**config.mk**
```make
export PLATFORM = sky130hd
export DESIGN_NAME = isa_addr_decode
export DESIGN_NICKNAME = d
export VERILOG_FILES = /design/src/rtl/isadec_pkg.sv /design/src/rtl/isadec_basereg.sv /design/src/rtl/isadec_io_match.sv /design/src/rtl/isadec_rom_match.sv /design/src/rtl/isa_addr_decode.sv
export SDC_FILE = /design/constraint.sdc
export NUM_CORES = 1
export LEC_CHECK = 0
export ABC_AREA = 1
export BUFFER_PORTS_ARGS = -buffer_cell sky130_fd_sc_hd__buf_2
export CAP_MARGIN = 20
export CORE_MARGIN = 4
export CORE_UTILIZATION = 38
export DETAILED_ROUTE_END_ITERATION = 8
export GPL_ROUTABILITY_DRIVEN = 0
export MAX_ROUTING_LAYER = met4
export PLACE_DENSITY = 0.79
export SLEW_MARGIN = 20
export SYNTH_ARGS = -nofsm -noshare
export SYNTH_HDL_FRONTEND = slang
export SYNTH_HIERARCHICAL = 1
export SYNTH_SLANG_ARGS = --single-unit
```
**constraint.sdc**
```tcl
create_clock -name clk -period 1.6 [get_ports clk]
set_input_delay 0.32 -clock clk [delete_from_list [all_inputs] [get_ports clk]]
set_output_delay 0.32 -clock clk [all_outputs]
set_load 0.01 [all_outputs]
```
**src/rtl/isadec_pkg.sv**
```systemverilog
package isadec_pkg;
    localparam int          BASE_W       = 16;
    localparam logic [15:0] BASE_DEFAULT = 16'h1867;
    localparam int          IO_ADDR_W    = 16;
    localparam int          MEM_ADDR_W   = 24;
    localparam int          ROM_CMP_W    = 5;
    localparam int          ROM_CMP_LSB  = 14;

    typedef enum logic [1:0] {
        UPD_HOLD,
        UPD_HOST,
        UPD_LOAD,
        UPD_FORCE
    } upd_e;

    typedef enum logic [1:0] {
        ROM_OFF = 2'b00,
        ROM_16K = 2'b01,
        ROM_32K = 2'b10,
        ROM_64K = 2'b11
    } rom_size_e;
endpackage

```
**src/rtl/isadec_basereg.sv**
```systemverilog
module isadec_basereg
    import isadec_pkg::*;
#(
    parameter int          W       = BASE_W,
    parameter logic [15:0] DEFAULT = BASE_DEFAULT
) (
    input  logic         clk,
    input  logic         rst_n,
    input  logic         mode_pcmcia,
    input  logic         host_wr_en,
    input  logic [W-1:0] host_wr_data,
    input  logic         load_en,
    input  logic [W-1:0] load_data,
    output logic [W-1:0] base_q
);
    localparam logic [W-1:0] RESET_VAL = W'(DEFAULT);

    upd_e         upd_sel;
    logic [W-1:0] stored_q;
    logic [W-1:0] next_val;

    // Update source selection: mode lockout first, then load, then host.
    always_comb begin
        if (mode_pcmcia)     upd_sel = UPD_FORCE;
        else if (load_en)    upd_sel = UPD_LOAD;
        else if (host_wr_en) upd_sel = UPD_HOST;
        else                 upd_sel = UPD_HOLD;
    end

    always_comb begin
        unique case (upd_sel)
            UPD_HOLD:  next_val = stored_q;
            UPD_HOST:  next_val = host_wr_data;
            UPD_LOAD:  next_val = load_data;
            UPD_FORCE: next_val = RESET_VAL;
            default:   next_val = stored_q;
        endcase
        next_val[0] = 1'b1;   // reserved bit
    end

    always_ff @(posedge clk or negedge rst_n) begin
        if (!rst_n) stored_q <= RESET_VAL;
        else        stored_q <= next_val;
    end

    assign base_q = mode_pcmcia ? RESET_VAL : stored_q;
endmodule

```
**src/rtl/isadec_io_match.sv**
```systemverilog
module isadec_io_match
    import isadec_pkg::*;
#(
    parameter int AW = IO_ADDR_W
) (
    input  logic [7:0]    cfg,
    input  logic [AW-1:0] addr,
    output logic          hit,
    output logic [3:0]    offset
);
    // cfg bits 4:0 -> A9..A5, cfg bits 7:5 -> A15..A13
    function automatic int bit_pos(input int i);
        return (i < 5) ? (5 + i) : (13 + (i - 5));
    endfunction

    logic [7:0] eq;

    for (genvar i = 0; i < 8; i++) begin : g_cmp
        assign eq[i] = (cfg[i] == addr[bit_pos(i)]);
    end

    logic zero_ok;
    assign zero_ok = (addr[12:10] == 3'b000) && !addr[4];
    assign hit     = (&eq) && zero_ok;
    assign offset  = hit ? addr[3:0] : 4'h0;
endmodule

```
**src/rtl/isadec_rom_match.sv**
```systemverilog
module isadec_rom_match
    import isadec_pkg::*;
#(
    parameter int AW    = MEM_ADDR_W,
    parameter int CMP_W = ROM_CMP_W,
    parameter int LSB   = ROM_CMP_LSB
) (
    input  logic [7:0]    cfg,
    input  logic [AW-1:0] addr,
    input  logic          rd_n,
    output logic          sel
);
    localparam int ENA_BIT = LSB + CMP_W;

    rom_size_e        size_code;
    logic [CMP_W-1:0] ra;
    logic [CMP_W-1:0] used;
    logic [CMP_W-1:0] ok;

    assign size_code = rom_size_e'(cfg[7:6]);
    assign ra        = cfg[CMP_W:1];

    // Larger windows drop the low compare lines.
    for (genvar i = 0; i < CMP_W; i++) begin : g_cmp
        assign used[i] = ({30'd0, cfg[7:6]} <= 32'(i + 1));
        assign ok[i]   = !used[i] || (ra[i] == addr[LSB + i]);
    end

    assign sel = (size_code != ROM_OFF) && (&ok) && addr[ENA_BIT] && !rd_n;
endmodule

```
**src/rtl/isa_addr_decode.sv**
```systemverilog
module isa_addr_decode
    import isadec_pkg::*;
(
    input  logic        clk,
    input  logic        rst_n,
    input  logic        mode_pcmcia,
    input  logic [15:0] io_addr,
    input  logic [23:0] mem_addr,
    input  logic        mem_rd_n,
    input  logic        host_wr_en,
    input  logic [15:0] host_wr_data,
    input  logic        load_en,
    input  logic [15:0] load_data,
    output logic        io_hit,
    output logic [3:0]  io_offset,
    output logic        rom_sel,
    output logic [15:0] base_rdata
);
    logic [BASE_W-1:0] base_q;

    isadec_basereg #(.W(BASE_W), .DEFAULT(BASE_DEFAULT)) u_reg (
        .clk          (clk),
        .rst_n        (rst_n),
        .mode_pcmcia  (mode_pcmcia),
        .host_wr_en   (host_wr_en),
        .host_wr_data (host_wr_data),
        .load_en      (load_en),
        .load_data    (load_data),
        .base_q       (base_q)
    );

    isadec_io_match #(.AW(IO_ADDR_W)) u_io (
        .cfg    (base_q[15:8]),
        .addr   (io_addr),
        .hit    (io_hit),
        .offset (io_offset)
    );

    isadec_rom_match #(.AW(MEM_ADDR_W), .CMP_W(ROM_CMP_W), .LSB(ROM_CMP_LSB)) u_rom (
        .cfg  (base_q[7:0]),
        .addr (mem_addr),
        .rd_n (mem_rd_n),
        .sel  (rom_sel)
    );

    assign base_rdata = base_q;
endmodule

```
Yosys cells after proc, flatten, opt, wreduce, memory -nomap -nowiden
Cells that the tools add are included.
Operators by class
  magnitude comparators: 2
  eq/ne operators: 16
  multiplexer cells: 6
  reductions and logical operators: 16
Operator list (count)
  16-bit case mux with 4 select lines: 1
  16-bit two-way mux: 1
  1-bit == test: 13
  8-bit AND reduction: 1
  1-bit logical AND: 5
  5-bit AND reduction: 1
  2-bit == test, second input constant: 2
  1-bit logical NOT: 4
  2-bit two-way mux: 2
  4-bit two-way mux: 1
  3-bit logical NOT: 1
  2-bit by 1-bit == test with 1-bit output, second input constant: 1
  2-bit by 1-bit less-or-equal comparator with 1-bit output, second input constant: 1
  2-bit less-or-equal comparator, second input constant: 1
  2-bit logical NOT: 1
  1-bit logical OR: 2
  2-bit nonzero test: 1
  1-bit two-way mux: 1
Storage, ports and cells
  bits in registers: 15
  input bits: 78
  output and inout bits: 22
  word-level logic and storage cells: 41

Longest topological paths before layout
Gate-level depths: netlist (run 1).
  depth in word-level cells: 8
  depth in mapped cells: 9
  gate-level depth less buffers: 9

Hierarchy
The synthesis (run 1) kept the hierarchy.
By module, submodules not included
  isadec_basereg: instances 1, cells each 113, area each 870.8 um^2, sequential area each 382.9 um^2
  isadec_io_match: instances 1, cells each 45, area each 200.2 um^2, sequential area each 0.0 um^2
  isadec_rom_match: instances 1, cells each 31, area each 121.4 um^2, sequential area each 0.0 um^2

Worst setup path before layout (run 1)
No wires, ideal clock.
  path type: input -> output
  start: input port mode_pcmcia
  end: output port io_offset[0]
  arrival: 1.360 ns
  required time: 1.280 ns
  slack: -0.080 ns
  stages: 7
  buffers on the path: 1
  cells stage by stage: buf_2 -> or2_2 -> xnor2_1 -> nand2_1 -> nor2_2 -> nand2_2 -> nor2_1
Between the ends
  word-level cells in the longest chain between the ends: 5
  elaborated cells between the ends (all ways): 12
  classes of those cells: eq/ne (8); mux (2); reduce/logical (2)
RTL lines
  start: declaration: RTL line isa_addr_decode.sv:6  | input logic mode_pcmcia,
  16-bit two-way mux: RTL line isadec_basereg.sv:46  | assign base_q = mode_pcmcia ? RESET_VAL : stored_q;
  named net base_rdata[12]: RTL line isa_addr_decode.sv:17  | output logic [15:0] base_rdata
  1-bit == test: RTL line isadec_io_match.sv:19  | assign eq[i] = (cfg[i] == addr[bit_pos(i)]);
  8-bit AND reduction: RTL line isadec_io_match.sv:24  | assign hit = (&eq) && zero_ok;
  1-bit logical AND: RTL line isadec_io_match.sv:24
  4-bit two-way mux: RTL line isadec_io_match.sv:25  | assign offset = hit ? addr[3:0] : 4'h0;
  end: declaration: RTL line isa_addr_decode.sv:15  | output logic [3:0] io_offset,
The timed path passes the listed nets, and every way through them passes these cells.

Worst setup path after layout (run 1)
  start: register u_reg.stored_q[12]
  end: output port io_offset[0]
Between the ends
  word-level cells in the longest chain between the ends: 5
RTL lines
  start: declaration: RTL line isadec_basereg.sv:19  | logic [W-1:0] stored_q;
  start signal: assignment: RTL line isadec_basereg.sv:43  | else stored_q <= next_val;
  16-bit two-way mux: RTL line isadec_basereg.sv:46
  1-bit == test: RTL line isadec_io_match.sv:19
  8-bit AND reduction: RTL line isadec_io_match.sv:24
  1-bit logical AND: RTL line isadec_io_match.sv:24
  4-bit two-way mux: RTL line isadec_io_match.sv:25
Every way passes these cells.

==> impl_metrics.csv, run 1 <==
group,metric,value,unit
run_status,status,"complete, but fails checks",
run_status,violations,"negative setup slack",
synthesis,synth_cells,189,
worst_setup_path,rrSetupSlack,730,ps
clock_tree,insertion_delay,290,ps
clock_tree,cts-root-buf,"clkbuf_4",
job,max-cap-violations,0,
synthesis,ys_warn_count,6,
clock_tree,cts_buffers,3,
worst_setup_path,critical_path_class,"reg2out",
layout,nFillCells,315,
worst_setup_path,worst_path_max_delay_cell,"dfstp_2",
global_route,grt_pass1_vias,1204,
layout,seq_area,383,um2
sta,setup_ws,-323,ps
detailed_routing,num_vias,1377,
layout,final_common_cell,"buf_2",
detailed_routing,first_pass_iters,4,
clock_tree,path_clk_slew,100,ps
place,dp.cells,310,
layout,reg_top3,"u_reg/stored_q (15)",
place,io_buffer_count,78,
layout,antenna_cells,0,
detailed_routing,antenna_left,0,
sta,fin_crit_sh,1.20,
sta,whs,234,ps
pwr,leakagePower,0.000998,uW
layout,largest_reg_flops,15,
place,preCtsSetupSlack,-219,ps
min_path,hp-class,"in2reg",
layout,fin_nets,351,
synthesis,seq_area_frac_synth,0.321,
detailed_routing,wl_per_cell,10.2,um
die,core,0.00303,mm2
worst_setup_path,endpoint_kind,"output port",
worst_setup_path,cpPeakStageDelay,540,ps
detailed_routing,initialDrtViolationCount,31,
sta,setup_viol_count_final,6,
layout,fin_cells,316,
sta,hold_violations,0,
die,initial_core_util,0.394,
worst_setup_path,crit_fanout,5,
synthesis,synth_nets,267,
pwr,power_density,534,mW/mm2
sta,worst_pin_slew,543,ps
sta,skew,0,ps
synthesis,yosysTopAreaCell,"dfrtp_1",
detailed_routing,vias_per_cell,4.36,
clock_tree,htreeDepth,1,
die,fp.dieW,64.0,um
clock_tree,cts_tree,"done",
sta,tns,-1750,ps
die,ios,100,
synthesis,mappedNetlistArea,0.00119,mm2
synthesis,ys_ff_latch,15,
layout,multiInputGateArea,683,um2
sta,fmax,0.520,GHz
global_route,grt_antenna_before_repair,0,
clock_tree,cts_buffer_depth,2,
sta,relSlewSlack,0.637,
sta,fin_crit,1920,ps
pwr,peakVddDrop,0.344,mV
place,dpl.hpwl,2610,um
global_route,overflow,0,
layout,final_core_util,0.586,
sta,maxSlewViolCount,0,
worst_setup_path,crit_chain,"or2_4 -> xnor2_2 -> nand2_1 -> nor2_2 -> nand2_4 -> nor2_4 -> buf_6",
die,die-area,0.00410,mm2
clock_tree,clock-sinks,15,
detailed_routing,drt_wl_total,3220,um
synthesis,yosysUniqueCellTypes,19,
detailed_routing,drcViolationCount,0,
layout,syn2layout_area_growth,48.8,%
global_route,grt_pass1_wl,5190,um
worst_setup_path,cp.required,1280,ps
worst_setup_path,critPathArrivalTime,1600,ps
sta,rsz0062_at_grt,"true",
global_route,grt_max_degree,27,
synthesis,synth_top_area_frac,0.189,
layout,drive_gt1_frac,0.445,
die,rows,20,
synthesis,synth.area.top_cells,"dfrtp_1 (19%), nand3_1 (18%), dfstp_2 (13%)",
worst_setup_path,cp-start-kind,"flip-flop",
layout,mostFrequentLayoutCells,"buf_2 (73), nand3_1 (43), nand2_1 (40), inv_1 (36), nor2_2 (11)",
global_route,grt_util_all_layers,0.161,
synthesis,syn_area_per_cell,6.31,um2
die,die_h,64.0,um
layout,largest_register,"u_reg/stored_q",
-- final cells by class --
| class | count | share of cell area |
|---|---|---|
| Clock buffer | 3 | 0.0127 |
| Timing Repair Buffer | 87 | 0.275 |
| Clock inverter | 1 | 0.00423 |
| Multi-Input combinational cell | 130 | 0.385 |
| Sequential cell | 15 | 0.216 |
| Tap cell | 44 | 0.0310 |
| Inverter | 36 | 0.0762 |
-- what timing repair did --
| action | CTS | global route |
|---|---|---|
| endpoints found under the hold margin | 9 | 0 |
| hold buffers | 1 | 0 |
| gates resized for setup | 7 | 1 |
| pin swaps | 6 | 0 |
| buffers inserted | 1 | 0 |
| endpoints found under the setup margin | 6 | 6 |
-- worst max-delay path: cells and delay by family, from the launching register on --
family / cells / cell delay, ps
simple gates: 5 / 560
flops: 1 / 540
xor+xnor: 1 / 100
buf+inv: 1 / 100
-- report_power, final --
part / total [uW] / leakage [uW] / switching (uW) / internal (uW)
sequential: 429 / 0.000181 / 14.3 / 415
combinational: 291 / 0.000803 / 153 / 138
clock: 228 / 0.0000139 / 133 / 95.0
total: 948 / 0.000998 / 300 / 648
-- synthesized netlist by cell type --
cell type	count
nand3_1	43
nand2_1	40
inv_1	36
nor2_1	22
dfrtp_1	9
a21oi_1	6
dfstp_2	6
or2_2	6
buf_2	4
xnor2_1	4
buf_6	3
nor2_2	3
buf_4	1
conb_1	1
nand2_2	1
nand3_2	1
nand4_1	1
nor2_4	1
or2_0	1
-- through the flow --
stage                     instance area, um2  power, uW
after floorplan                         1250        595
after global placement                  1690        714
after detailed placement                1690        720
after CTS                               1770        958
after global routing                    1770       1020
final                                   1770        948
-- final timing paths --
check / cells after the start / endpoint / startpoint
worst max-delay path: 7 / io_offset[0] / u_reg/stored_q[12]
worst min-delay path: 3 / u_reg/stored_q[8] / load_data[8]
worst max register to register: 3 / u_reg/stored_q[2] / u_reg/stored_q[2]
worst min register to register: 2 / u_reg/stored_q[11] / u_reg/stored_q[11]
max in group asynchronous: 2 / u_reg/stored_q[1] / rst_n
min in group asynchronous: 2 / u_reg/stored_q[3] / rst_n
-- layer usage --
| metal | routed length [um] | track usage | up-vias | share of wire |
|---|---|---|---|---|
| li1 | - | - | 742 | - |
| met4 | 4 | 0.0404 | 0 | 0.0012 |
| met2 | 1660 | 0.277 | 40 | 0.51 |
| met5 | 0 | - | - | 0 |
| met3 | 236 | 0.0299 | 2 | 0.073 |
| met1 | 1320 | 0.193 | 593 | 0.41 |
-- logic make-up (layout without fill, tap and decap cells) --
group | Yosys count | in the layout | share of synthesized area
compound gates | 6 | 6 | 0.0252
xor+xnor | 4 | 4 | 0.0294
buf+inv | 44 | 127 | 0.165
flops | 15 | 15 | 0.321
other cells | 1 | 1 | 0.00314
simple gates | 119 | 119 | 0.456
No activity file was read; power rests on OpenSTA's default activity.
==> inputs of run 2 (changes only) <==
CORE_UTILIZATION = 40   (was 38)
CTS_BUF_LIST = sky130_fd_sc_hd__clkbuf_8   (was not set)
MAX_ROUTING_LAYER = not set   (was met4)
PLACE_DENSITY = 0.83   (was 0.79)
==> run 2 against run 1 <==
  * The run still ends with negative setup slack left
  * Fmax is 1.6% higher
  * Setup slack improved by 31 ps
  * Routed wire length is 0.50% lower
  * Worst hold slack better by 54 ps
  * Global-route usage about the same
  * Clock skew did not move
  * Final area rose by 0.99%
  * Core utilization is 5.3 points higher
  * Combinational power about the same
  * Non-clock buffer count up 1
==> impl_metrics.csv, run 2 (same netlist as run 1, synthesis figures left out) <==
group,metric,value,unit
job,max-cap-violations,0,
detailed_routing,antenna_left,0,
layout,seq_area,383,um2
worst_setup_path,critical_path_class,"reg2out",
global_route,overflow,0,
die,rows,19,
sta,fin_crit,1890,ps
sta,skew,0,ps
detailed_routing,vias_per_cell,4.56,
clock_tree,cts_buffers,3,
clock_tree,cts-root-buf,"clkbuf_8",
sta,rsz0062_at_grt,"true",
global_route,grt_antenna_before_repair,0,
clock_tree,path_clk_slew,60,ps
worst_setup_path,cp-start-kind,"flip-flop",
run_status,violations,"negative setup slack",
worst_setup_path,endpoint_kind,"output port",
worst_setup_path,cp.required,1280,ps
clock_tree,cts_buffer_depth,2,
pwr,leakagePower,0.00101,uW
detailed_routing,drt_wl_total,3200,um
place,dp.cells,298,
detailed_routing,first_pass_iters,4,
layout,nFillCells,265,
layout,reg_top3,"u_reg/stored_q (15)",
detailed_routing,drcViolationCount,0,
place,io_buffer_count,78,
layout,final_common_cell,"buf_2",
pwr,peakVddDrop,0.468,mV
clock_tree,clock-sinks,15,
sta,fmax,0.528,GHz
layout,antenna_cells,0,
layout,largest_reg_flops,15,
pwr,power_density,571,mW/mm2
global_route,grt_pass1_vias,1231,
clock_tree,insertion_delay,240,ps
sta,whs,288,ps
run_status,status,"complete, but fails checks",
clock_tree,htreeDepth,1,
detailed_routing,num_vias,1387,
place,dpl.hpwl,2580,um
die,ios,100,
sta,hold_violations,0,
sta,setup_viol_count_final,6,
sta,fin_crit_sh,1.18,
place,preCtsSetupSlack,-253,ps
sta,maxSlewViolCount,0,
layout,multiInputGateArea,683,um2
layout,syn2layout_area_growth,50.3,%
die,initial_core_util,0.425,
die,die-area,0.00392,mm2
detailed_routing,wl_per_cell,10.5,um
min_path,hp-class,"in2reg",
die,core,0.00281,mm2
die,fp.dieW,62.6,um
worst_setup_path,critPathArrivalTime,1570,ps
pwr,power,1020,uW
layout,fin_cells,304,
detailed_routing,initialDrtViolationCount,48,
layout,fin_nets,352,
layout,largest_register,"u_reg/stored_q",
die,die_h,62.6,um
layout,mostFrequentLayoutCells,"buf_2 (72), nand3_1 (43), nand2_1 (39), inv_1 (34), nor2_1 (11)",
clock_tree,cts_tree,"done",
layout,drive_gt1_frac,0.454,
layout,final_core_util,0.639,
global_route,grt_max_degree,18,
sta,setup_ws,-292,ps
worst_setup_path,crit_fanout,5,
global_route,grt_pass1_wl,5220,um
global_route,grt_util_all_layers,0.161,
## run 2: worst max-delay path, cell delays in order (launching register included)
cell and delay, ps:
dfstp_2 530, or2_4 130, xnor2_2 100, nand2_1 80, nor2_2 140, nand2_4 120, nor2_4 120, buf_6 100
## run 2: metal layers
layer  wire length, um  global-route usage  vias up  part of all wire
met5                 0                   0        -                 0
met4                27              0.0579        0            0.0084
met3               196              0.0234        2             0.061
met2              1620               0.281       48              0.51
met1              1350               0.200      588              0.42
li1                  -                   -      749                 -
## run 2: layout make-up
type	count	share of cell area
multi-input cells	130	0.381
repair buffers	88	0.282
flip-flops and latches	15	0.214
inverters	36	0.0754
clock buffers	3	0.0230
well taps	31	0.0216
clock inverters	1	0.00279
## run 2: per-stage QoR
stage	cell area, um2	setup TNS (ps)
after floorplan	1250	0
after global placement	1680	-1320
after detailed placement	1680	-1470
after CTS	1780	-1470
after global routing	1790	-1900
final	1790	-1450
## run 2: worst paths after layout
| check | depth (start not counted) | end | slack, ps | startpoint |
|---|---|---|---|---|
| setup / recovery | 7 | io_offset[3] | -290 | u_reg/stored_q[12] |
| hold / removal | 3 | u_reg/stored_q[9] | 290 | load_data[9] |
| setup reg to reg | 3 | u_reg/stored_q[2] | 760 | u_reg/stored_q[2] |
| hold reg to reg | 2 | u_reg/stored_q[6] | 500 | u_reg/stored_q[6] |
| max in group asynchronous | 2 | u_reg/stored_q[2] | 800 | rst_n |
| min in group asynchronous | 2 | u_reg/stored_q[4] | 510 | rst_n |
## run 2: power breakdown
part	internal (uW)	total [uW]	switching [uW]	leakage, uW
Clock	172	300	128	0.0000255
Combinational	140	293	154	0.000808
Sequential	416	430	14.2	0.000181
Total	727	1020	296	0.00101
## run 2: what timing repair did
action,CTS,global route
pin swaps,2,1
hold buffers,1,0
setup endpoints to repair,6,6
setup buffers,1,0
cloned,0,0
resized for setup,10,2
endpoints found under the hold margin,9,0
==> inputs of run 3 (changes only) <==
clock period = 1.9 ns   (was 1.6 ns; I/O delays follow)
==> run 3 against run 2 <==
  * The flow now finishes without violations
  * Critical path depth stayed put
  * Total power is 16% lower
  * Clock power fell by 17%
  * Final cell count fell by 0.99%
  * Core utilization fell by 2.4 points
  * First-iteration DRC count shrank 29%
  * Routed wire length rose by 2.0%
  * Clock-buffer cell count stayed put
  * Setup slack better by 300 ps
  * Critical endpoint unchanged
  * Largest cell class unchanged
  * Highest routed layer unchanged
==> impl_metrics.csv, run 3 (same netlist as run 1, synthesis figures left out) <==
group,metric,value,unit
run_status,status,"finished, final reports clean",
detailed_routing,vias_per_cell,4.67,
pwr,leakagePower,0.000989,uW
detailed_routing,drcViolationCount,0,
clock_tree,insertion_delay,240,ps
sta,relSlewSlack,0.654,
pwr,power_density,497,mW/mm2
sta,whs,38.6,ps
layout,final_cell_area,0.00172,mm2
clock_tree,htreeDepth,1,
layout,fin_nets,349,
clock_tree,clock-sinks,15,
die,rows,19,
die,fp.dieW,62.6,um
die,die_h,62.6,um
global_route,grt_util_all_layers,0.173,
die,core,0.00281,mm2
clock_tree,cts-root-buf,"clkbuf_8",
layout,final_core_util,0.615,
place,dp.cells,297,
sta,skew,0,ps
sta,maxSlewViolCount,0,
detailed_routing,wl_per_cell,10.9,um
clock_tree,cts_buffer_depth,2,
die,initial_core_util,0.425,
sta,worst_pin_slew,518,ps
layout,final_common_cell,"buf_2",
worst_setup_path,critical_path_class,"reg2out",
layout,largest_reg_flops,15,
min_path,hp-class,"in2async",
clock_tree,cts_tree,"done",
worst_setup_path,cp.required,1520,ps
detailed_routing,antenna_left,0,
detailed_routing,drt_wl_total,3270,um
pwr,peakVddDrop,0.406,mV
sta,fin_crit,1890,ps
clock_tree,path_clk_slew,60,ps
sta,setup_viol_count_final,0,
detailed_routing,first_pass_iters,4,
place,io_buffer_count,78,
worst_setup_path,critPathArrivalTime,1510,ps
die,ios,100,
worst_setup_path,endpoint_kind,"output port",
place,dpl_cell_area,0.00161,mm2
sta,fmax,0.530,GHz
sta,rsz0062_at_grt,"true",
layout,largest_register,"u_reg/stored_q",
worst_setup_path,ff2ff_path_depth,2,
global_route,grt_antenna_before_repair,0,
worst_setup_path,rrSetupSlack,1130,ps
place,dpl.hpwl,2640,um
layout,syn2layout_area_growth,44.6,%
worst_setup_path,cp-start-kind,"flip-flop",
layout,antenna_cells,0,
sta,fin_crit_sh,0.994,
detailed_routing,num_vias,1406,
clock_tree,cts_buffers,3,
layout,mostFrequentLayoutCells,"buf_2 (77), nand3_1 (43), nand2_1 (40), inv_1 (37), nor2_1 (13)",
layout,reg_top3,"u_reg/stored_q (15)",
worst_setup_path,reg2reg_to,"u_reg/stored_q[2]",
global_route,grt_max_degree,17,
worst_setup_path,crit_fanout,5,
global_route,grt_pass1_vias,1364,
sta,hold_violations,0,
die,die-area,0.00392,mm2
worst_setup_path,r2r_start,"u_reg/stored_q[2]",
layout,drive_gt1_frac,0.430,
global_route,overflow,0,
clock_tree,post_cts_buffers,0,
job,max-cap-violations,0,
global_route,grt_pass1_wl,5630,um
layout,fin_cells,301,
detailed_routing,initialDrtViolationCount,34,
==> run 3: cell count changes in the layout (fill, tap and decap cells not counted), sizes merged <==
cell         before  now
buf              87   84
clkbuf            3    4
clkinv            1    0
dlygate4sd3       1    0
inv              36   37
==> run 3: per-stage QoR <==
step | TNS [ps] | setup slack, ps | power (uW)
5_1_grt | -510 | -104 | 920
3_5_place_dp | -81.6 | -31.4 | 597
3_3_place_gp | -36.4 | -13.0 | 591
4_1_cts | 0 | 1.54 | 854
2_1_floorplan | 0 | 100 | 492
6_report | 0 | 11.5 | 856
==> run 3: layer usage <==
layer,global-route usage,wire [um],vias to the layer above
li1,-,-,742
met3,0.0450,276,6
met5,0,0,-
met4,0.0661,59,0
met1,0.191,1310,604
met2,0.316,1620,54
==> run 3: worst max-delay path by stage <==
stage / startpoint / endpoint / slack, ps / cells after the start
floorplan: mode_pcmcia / io_offset[0] / 100 / 7
global placement: mode_pcmcia / io_offset[0] / -10 / 8
detailed placement: mode_pcmcia / io_offset[0] / -30 / 10
CTS: u_reg/stored_q[11] / io_offset[0] / 2 / 8
global route: u_reg/stored_q[12] / io_offset[0] / -100 / 7
finish: u_reg/stored_q[12] / io_offset[3] / 10 / 7
==> run 3: layout make-up <==
class                      count  area (um2)
inverter                      36         135
clock inverter                 1        3.75
timing repair buffer          85         449
tap                           31        38.8
fill                         279        1080
sequential                    15         383
clock buffer                   3        41.3
multi-input combinational    130         673
==> run 3: power breakdown <==
part | switching [uW] | internal, uW
Combinational | 131 | 115
Sequential | 12.5 | 350
Clock | 105 | 143
Total | 248 | 608
==> run 3: what timing repair did <==
action,4_1_cts,5_1_grt
pin swaps,3,4
hold buffers,0,0
endpoints found under the setup margin,5,6
resized for setup,8,12
==> run 3: worst max-delay path: stages, from the launching register on <==
cell	delay [ps]
dfstp_2	530
or2_4	120
xnor2_2	100
nand2_1	70
nor2_2	120
nand2_2	90
nor2_1	100
buf_2	130
